<file path="src/rtl/intc_pkg.sv">
package intc_pkg;

    localparam int NUM_SRC   = 4;
    localparam int VEC_W     = 13;
    localparam int CHG_W     = 4;
    localparam logic [VEC_W-1:0] IRQ_VECTOR = 13'h0004;

    typedef enum logic [1:0] {
        SRC_EXT = 2'd0,
        SRC_TMR = 2'd1,
        SRC_CHG = 2'd2,
        SRC_NVW = 2'd3
    } src_e;

    typedef struct packed {
        logic ack;
        logic ret;
        logic we;
        logic wdata;
    } gie_ctl_s;

    // Acceptance beats return, both beat a software write.
    function automatic logic gie_next(input logic cur, input gie_ctl_s c);
        if (c.ack)      return 1'b0;
        else if (c.ret) return 1'b1;
        else if (c.we)  return c.wdata;
        else            return cur;
    endfunction

endpackage

</file>
<file path="src/rtl/intc_edge_det.sv">
module intc_edge_det #(
    parameter int SYNC_STAGES = 2
) (
    input  logic clk,
    input  logic rst,
    input  logic pin_async,
    input  logic rise_sel,
    output logic edge_hit
);
    localparam int LAST = SYNC_STAGES - 1;

    logic [SYNC_STAGES-1:0] sync_q;
    logic                   prev_q;

    always_ff @(posedge clk) begin
        if (rst) begin
            sync_q <= '0;
            prev_q <= 1'b0;
        end else begin
            sync_q <= {sync_q[SYNC_STAGES-2:0], pin_async};
            prev_q <= sync_q[LAST];
        end
    end

    always_comb begin
        if (rise_sel) edge_hit = sync_q[LAST] & ~prev_q;
        else          edge_hit = ~sync_q[LAST] & prev_q;
    end

endmodule

</file>
<file path="src/rtl/intc_port_chg.sv">
module intc_port_chg #(
    parameter int W = 4
) (
    input  logic         clk,
    input  logic         rst,
    input  logic [W-1:0] pins,
    input  logic [W-1:0] dir_in,
    input  logic         rd,
    output logic         mismatch
);
    logic [W-1:0] latch_q;
    logic [W-1:0] diff;

    always_ff @(posedge clk) begin
        if (rst || rd) latch_q <= pins;
    end

    always_comb begin
        diff     = (pins ^ latch_q) & dir_in;
        mismatch = |diff;
    end

    AST_READ_ENDS_MISMATCH: assert property (@(posedge clk) disable iff (rst)
        rd |=> (pins != $past(pins) || dir_in != $past(dir_in) || !mismatch));

endmodule

</file>
<file path="src/rtl/intc_flag_reg.sv">
module intc_flag_reg
    import intc_pkg::*;
#(
    parameter int N = NUM_SRC
) (
    input  logic         clk,
    input  logic         rst,
    input  logic [N-1:0] set,
    input  logic [N-1:0] clr,
    input  logic         en_we,
    input  logic [N-1:0] en_wdata,
    input  gie_ctl_s     gctl,
    output logic [N-1:0] flags_q,
    output logic [N-1:0] en_q,
    output logic         gie_q
);
    always_ff @(posedge clk) begin
        if (rst) begin
            en_q  <= '0;
            gie_q <= 1'b0;
        end else begin
            if (en_we) en_q <= en_wdata;
            gie_q <= gie_next(gie_q, gctl);
        end
    end

    for (genvar i = 0; i < N; i++) begin : g_flag
        always_ff @(posedge clk) begin
            if (rst)         flags_q[i] <= 1'b0;
            else if (set[i]) flags_q[i] <= 1'b1;
            else if (clr[i]) flags_q[i] <= 1'b0;
        end

        AST_FLAG_STICKY: assert property (@(posedge clk) disable iff (rst)
            (flags_q[i] && !clr[i]) |=> flags_q[i]);
    end

    AST_ACK_DROPS_GIE: assert property (@(posedge clk) disable iff (rst)
        gctl.ack |=> !gie_q);

    AST_RET_RAISES_GIE: assert property (@(posedge clk) disable iff (rst)
        (gctl.ret && !gctl.ack) |=> gie_q);

endmodule

</file>
<file path="src/rtl/intc_quad.sv">
module intc_quad
    import intc_pkg::*;
(
    input  logic               clk,
    input  logic               rst,
    input  logic               ext_pin,
    input  logic               edge_rise,
    input  logic               tmr_ovf,
    input  logic [CHG_W-1:0]   port_hi,
    input  logic [CHG_W-1:0]   port_dir,
    input  logic               port_rd,
    input  logic               nvw_done,
    input  logic [NUM_SRC-1:0] flag_clr,
    input  logic               en_we,
    input  logic [NUM_SRC-1:0] en_wdata,
    input  logic               gie_we,
    input  logic               gie_wdata,
    input  logic               irq_ack,
    input  logic               irq_ret,
    output logic               irq_req,
    output logic [VEC_W-1:0]   irq_vec,
    output logic               wake,
    output logic [NUM_SRC-1:0] flags,
    output logic [NUM_SRC-1:0] enables,
    output logic               gie
);
    logic               ext_hit;
    logic               chg_hit;
    logic [NUM_SRC-1:0] set_vec;
    logic [NUM_SRC-1:0] pending;
    gie_ctl_s           gctl;

    intc_edge_det #(.SYNC_STAGES(2)) u_edge (
        .clk      (clk),
        .rst      (rst),
        .pin_async(ext_pin),
        .rise_sel (edge_rise),
        .edge_hit (ext_hit)
    );

    intc_port_chg #(.W(CHG_W)) u_chg (
        .clk     (clk),
        .rst     (rst),
        .pins    (port_hi),
        .dir_in  (port_dir),
        .rd      (port_rd),
        .mismatch(chg_hit)
    );

    always_comb begin
        set_vec          = '0;
        set_vec[SRC_EXT] = ext_hit;
        set_vec[SRC_TMR] = tmr_ovf;
        set_vec[SRC_CHG] = chg_hit;
        set_vec[SRC_NVW] = nvw_done;
        gctl.ack   = irq_ack;
        gctl.ret   = irq_ret;
        gctl.we    = gie_we;
        gctl.wdata = gie_wdata;
    end

    intc_flag_reg #(.N(NUM_SRC)) u_regs (
        .clk     (clk),
        .rst     (rst),
        .set     (set_vec),
        .clr     (flag_clr),
        .en_we   (en_we),
        .en_wdata(en_wdata),
        .gctl    (gctl),
        .flags_q (flags),
        .en_q    (enables),
        .gie_q   (gie)
    );

    always_comb begin
        pending = flags & enables;
        wake    = |pending;
        irq_req = wake & gie;
        irq_vec = IRQ_VECTOR;
    end

    AST_TMR_LANDS: assert property (@(posedge clk) disable iff (rst)
        tmr_ovf |=> flags[SRC_TMR]);

    AST_NVW_LANDS: assert property (@(posedge clk) disable iff (rst)
        nvw_done |=> flags[SRC_NVW]);

endmodule

</file>
<file path="config.mk">
export PLATFORM = sky130hd
export DESIGN_NAME = intc_quad
export DESIGN_NICKNAME = d
export VERILOG_FILES = /design/src/rtl/intc_pkg.sv /design/src/rtl/intc_edge_det.sv /design/src/rtl/intc_port_chg.sv /design/src/rtl/intc_flag_reg.sv /design/src/rtl/intc_quad.sv
export SDC_FILE = /design/constraint.sdc
export NUM_CORES = 1
export LEC_CHECK = 0
export ABC_AREA = 1
export BUFFER_PORTS_ARGS = -buffer_cell sky130_fd_sc_hd__buf_4
export CAP_MARGIN = 20
export CORE_AREA = 2 2 54 56
export CTS_CLUSTER_SIZE = 8
export DETAILED_ROUTE_END_ITERATION = 7
export DIE_AREA = 0 0 56 58
export PLACE_DENSITY = 0.62
export SYNTH_ARGS = -nofsm -noshare
export SYNTH_HDL_FRONTEND = slang
export SYNTH_SLANG_ARGS = --single-unit
</file>
<file path="constraint.sdc">
create_clock -name clk -period 0.8 [get_ports clk]
set_input_delay 0.04 -clock clk [delete_from_list [all_inputs] [get_ports clk]]
set_output_delay 0.04 -clock clk [all_outputs]
set_load 0.03 [all_outputs]
</file>
# ---- Yosys cells after proc, flatten, opt, wreduce, memory -nomap -nowiden
# Cells that the tools add are included.
dict set report op_classes {
  mux 11
  bitwise 8
  n_reduce_logical 9
}
# cell n
set ops {}
lappend ops {{1-bit 2-to-1 mux} 11}
lappend ops {{2-bit nonzero test} 5}
lappend ops {{4-bit bitwise AND} 2}
lappend ops {{4-bit OR reduction} 2}
lappend ops {{4-bit XOR} 1}
lappend ops {{1-bit bitwise AND} 3}
lappend ops {{1-bit inverter} 2}
lappend ops {{2-bit OR reduction} 1}
lappend ops {{1-bit logical OR} 1}
dict set report totals {
  ff_bits 16
  output_inout_bits 24
}

# ---- Logic depth before layout (Yosys ltp)
dict set report depth {
  depth_word 4
  mapped_depth 6
  ltp_nobuf 6
}

# ---- Modules after synthesis
# A second synthesis with hierarchy kept.
dict set report hier_totals {
  hier_cells 109
  hier_area_um2 788.3
}
# mod instances cells_per_inst area_per_inst_um2 seq_area_each_um2
set by_module_without_submodules {}
lappend by_module_without_submodules {intc_flag_reg 1 43 327.8 180.2}
lappend by_module_without_submodules {intc_port_chg 1 27 211.5 120.1}
lappend by_module_without_submodules {intc_quad 1 25 145.1 0.0}
lappend by_module_without_submodules {intc_edge_det 1 14 103.8 60.1}

# ---- Worst setup path after synthesis
# No wires, ideal clock.
dict set report synth_path {
  kind {flip-flop to output port}
  start {register u_regs.en_q[2]}
  end {output irq_req}
  arrival_time_ns 1.246
  t_required_ns 0.760
  setup_slack_ns -0.486
  path_stages_with_launch 4
  path_cell_list {dfxtp_1 > nand2_1 > nand4_1 > and2_1}
}
dict set report synth_between {
  elab_chain_len 3
}
# item line
set synth_rtl {}
lappend synth_rtl {{start: declaration} intc_flag_reg.sv:14} ;# output logic [N-1:0] en_q,
lappend synth_rtl {{start signal: assignment} intc_flag_reg.sv:22} ;# if (en_we) en_q <= en_wdata;
lappend synth_rtl {{4-bit bitwise AND} intc_quad.sv:76} ;# pending = flags & enables;
lappend synth_rtl {{4-bit OR reduction} intc_quad.sv:77} ;# wake = |pending;
lappend synth_rtl {{net wake} intc_quad.sv:22} ;# output logic wake,
lappend synth_rtl {{1-bit bitwise AND} intc_quad.sv:78} ;# irq_req = wake & gie;
lappend synth_rtl {{end: declaration} intc_quad.sv:20} ;# output logic irq_req,
# The timed path passes the listed nets, and every way through them passes these cells.

# ---- Worst setup path after layout
dict set report layout_path {
  start {register u_regs.flags_q[2]}
  end {output irq_req}
}
dict set report layout_between {
  elab_chain_len 3
}
# item line
set layout_rtl {}
lappend layout_rtl {{start: declaration} intc_flag_reg.sv:13} ;# output logic [N-1:0] flags_q,
lappend layout_rtl {{start signal: indexed assignment} intc_flag_reg.sv:29} ;# if (rst) flags_q[i] <= 1'b0;
lappend layout_rtl {{start signal: indexed assignment} intc_flag_reg.sv:30} ;# else if (set[i]) flags_q[i] <= 1'b1;
lappend layout_rtl {{start signal: indexed assignment} intc_flag_reg.sv:31} ;# else if (clr[i]) flags_q[i] <= 1'b0;
lappend layout_rtl {{4-bit bitwise AND} intc_quad.sv:76}
lappend layout_rtl {{4-bit OR reduction} intc_quad.sv:77}
lappend layout_rtl {{1-bit bitwise AND} intc_quad.sv:78}
# No other way between the ends.

==> results.yml <==
status:
  status: "complete, but fails checks"
  violations: "setup timing"
job:
  maxCapViolCount: 0
timing:
  hold_viol_final: 0
  period_share: 1.444
  finClkSkew_ns: 0.008963
  final.setup.tns_ns: -1.919
  rsz0062_at_grt: "true"
  fin_crit_ns: 1.155
  worst_slack_ns: -0.3548
  max_freq_mhz: 865.9
  slew_viol_final: 0
  holdWs_ns: 0.002871
  finalSetupViolCount: 13
critical_path:
  crit_start: "u_regs.flags_q[2]"
  crit_slowest_cell: "dfxtp_4"
  critPathArrivalTime_ns: 1.11
  crit_path_end: "irq_req"
  worst-endpoint-required_ns: 0.76
  rr_startpoint: "u_chg.latch_q[2]"
  cp_top_family: "flip-flops"
  path_depth: 4
  crit_chain: "nand2_2 > nand4_1 > and2_4 > buf_6"
  worstPathMaxFanout: 3
  crit_type: "register to output pin"
  reg2regPathDepth: 6
  worstReg2RegEnd: "u_regs.flags_q[2]"
  cp-start-kind: "register"
  r2r_setup_slack_ns: -0.08
  end_kind: "output pin"
  path_buf_inv: 1
  slowest_delay_ns: 0.37
clock_tree:
  cts_tree: "built"
  clk_pin_slew_ns: 0.10
  cts_buffers: 3
  cts-root-buf: "clkbuf_4"
  clk_latency_ns: 0.29
  htreeDepth: 1
  clk_path_buf_depth: 2
  cts_sinks: 16
min_path:
  hold_class: "input pin to register"
drt:
  drt_first_iter_violations: 12
  num_vias: 788
  postRouteWirelength_mm: 1.953
  firstDrtPassIters: 4
  drc: 0
  routed_via_density: 4.104
  wl_per_cell_um: 10.17
  final_antenna_net_count: 0
logic_synthesis:
  syn_inst: 98
  syn_avg_cell_area_sq_um: 7.711
  yosysSeqAreaShare: 0.4768
  ys_types: 17
  synth_warnings: 0
  synth-seq-cells: 16
  synth_area_sq_um: 755.7
die:
  num_io_pins: 52
  row_count: 19
  die_h_um: 58
  dieArea_sq_um: 3248
  core_area_sq_um: 2663
  die_width_um: 56
  start_util: 0.2838
placed_design:
  dpl_cell_area_sq_um: 1112
  place_inst: 174
  hpwl_mm: 1.447
  place.gp.congestion: 0.7353
  port_buffers: 38
cells_and_area:
  syn2layout_area_growth_pct: 80.13
  drive_gt1_frac: 0.4286
  antenna_cells: 0
  fin_nets: 190
  fin_cells: 192
  final_cell_area_sq_um: 1361
global_routing:
  grt_pass1_vias: 814
  grt_max_degree: 10
  grt_first_pass_wirelength_mm: 3.367
  overflow: 0
  grt_use_total: 0.1325
  antenna_found_initial: 0
power:
  leakagePower_nw: 0.6975
  power.density_nw_per_um2: 1510
  peakVddDrop_mv: 0.9942
  total_power_mw: 2.055
[layer usage]
layer | track usage | share of wire | routed length (um) | vias up
li1 | - | - | - | 400
met1 | 0.1470 | 0.40 | 772 | 352
met2 | 0.2521 | 0.53 | 1030 | 32
met3 | 0.02902 | 0.062 | 121 | 4
met4 | 0.04082 | 0.015 | 29 | 0
met5 | 0 | 0 | 0 | -
[flip-flops by register name, indices dropped and copies added (netlist names)]
| name | flops |
|---|---|
| u_edge.prev_q | 1 |
| u_regs.en_q | 4 |
| u_regs.flags_q | 4 |
| u_regs.gie_q | 1 |
| u_edge.sync_q | 2 |
| u_chg.latch_q | 4 |
[cell usage after synthesis, drive strengths merged]
| cell | count | area (sq um) |
|---|---|---|
| a21oi | 3 | 15.01 |
| nor2 | 16 | 60.06 |
| or2 | 1 | 6.260 |
| edfxtp | 4 | 120.1 |
| buf | 14 | 105.1 |
| conb | 2 | 7.510 |
| dfxtp | 12 | 240.2 |
| a211oi | 1 | 7.510 |
| inv | 17 | 63.81 |
| nand2 | 14 | 52.55 |
| o21ai | 5 | 25.02 |
| nand4 | 1 | 6.260 |
| nor3b | 1 | 7.510 |
| and2 | 1 | 6.260 |
| o22ai | 2 | 12.51 |
| nand3 | 4 | 20.02 |
[tightest hold or removal path: stages]
cell and delay, ns:
buf_4 0.08, nor2_1 0.03, nor2_1 0.11
[what timing repair did]
action                                  4_1_cts  5_1_grt
resized for setup                            20        8
pin swaps                                     2        2
hold endpoints to repair                     11        0
hold buffers                                 12        0
endpoints found under the setup margin       12       17
setup buffers                                 4        2
[worst min path at each step]
stage / from / endpoint / slack, ns / depth (start not counted)
4_1_cts: en_wdata[0] / u_regs.en_q[0] / 0.002 / 3
3_5_place_dp: irq_ack / u_regs.gie_q / 0.20 / 2
5_1_grt: en_wdata[0] / u_regs.en_q[0] / 0.008 / 3
3_3_place_gp: irq_ack / u_regs.gie_q / 0.20 / 2
2_1_floorplan: irq_ack / u_regs.gie_q / 0.11 / 1
6_report: en_wdata[0] / u_regs.en_q[0] / 0.003 / 3
[where the power goes]
part | leakage, nW | switching [mW] | internal [mW]
Clock | 0.0210 | 0.262 | 0.277
Combinational | 0.533 | 0.299 | 0.296
Sequential | 0.144 | 0.0331 | 0.888
Total | 0.697 | 0.594 | 1.46
[final cells by class]
cell class              instances  area, sq um
fillers                       253         1301
repair buffers                 62        563.0
flip-flops and latches         16        379.1
multi-input cells              62        280.3
inverters                      17        63.81
well taps                      31        38.79
clock buffers                   4        36.28
[through the flow]
| step | setup WS (ns) | util |
|---|---|---|
| floorplan | -0.3515 | - |
| global placement | -0.08794 | 0.4178 |
| detailed placement | -0.09798 | 0.4178 |
| CTS | -0.3716 | 0.5070 |
| global route | -0.4498 | 0.5113 |
| finish | -0.3548 | 0.5113 |
[cells in the final DEF (no fill, tap or decap), types with 4 or more instances in the layout]
cell type	instances
buf_4	32
nand3_1	4
conb_1	13
dlygate4sd3_1	12
nor2_1	16
dfxtp_2	6
edfxtp_1	4
inv_1	15
nand2_1	12
buf_6	18
o21ai_1	4
[logic make-up after synthesis]
| logic type | after synthesis | share of synthesized area |
|---|---|---|
| buffers and inverters | 31 | 0.2235 |
| AOI/OAI and AO/OA | 11 | 0.07946 |
| DFF | 16 | 0.4768 |
| other | 2 | 0.009937 |
| and+or+nand+nor | 38 | 0.2103 |
No activity file was read; power rests on OpenSTA's default activity.
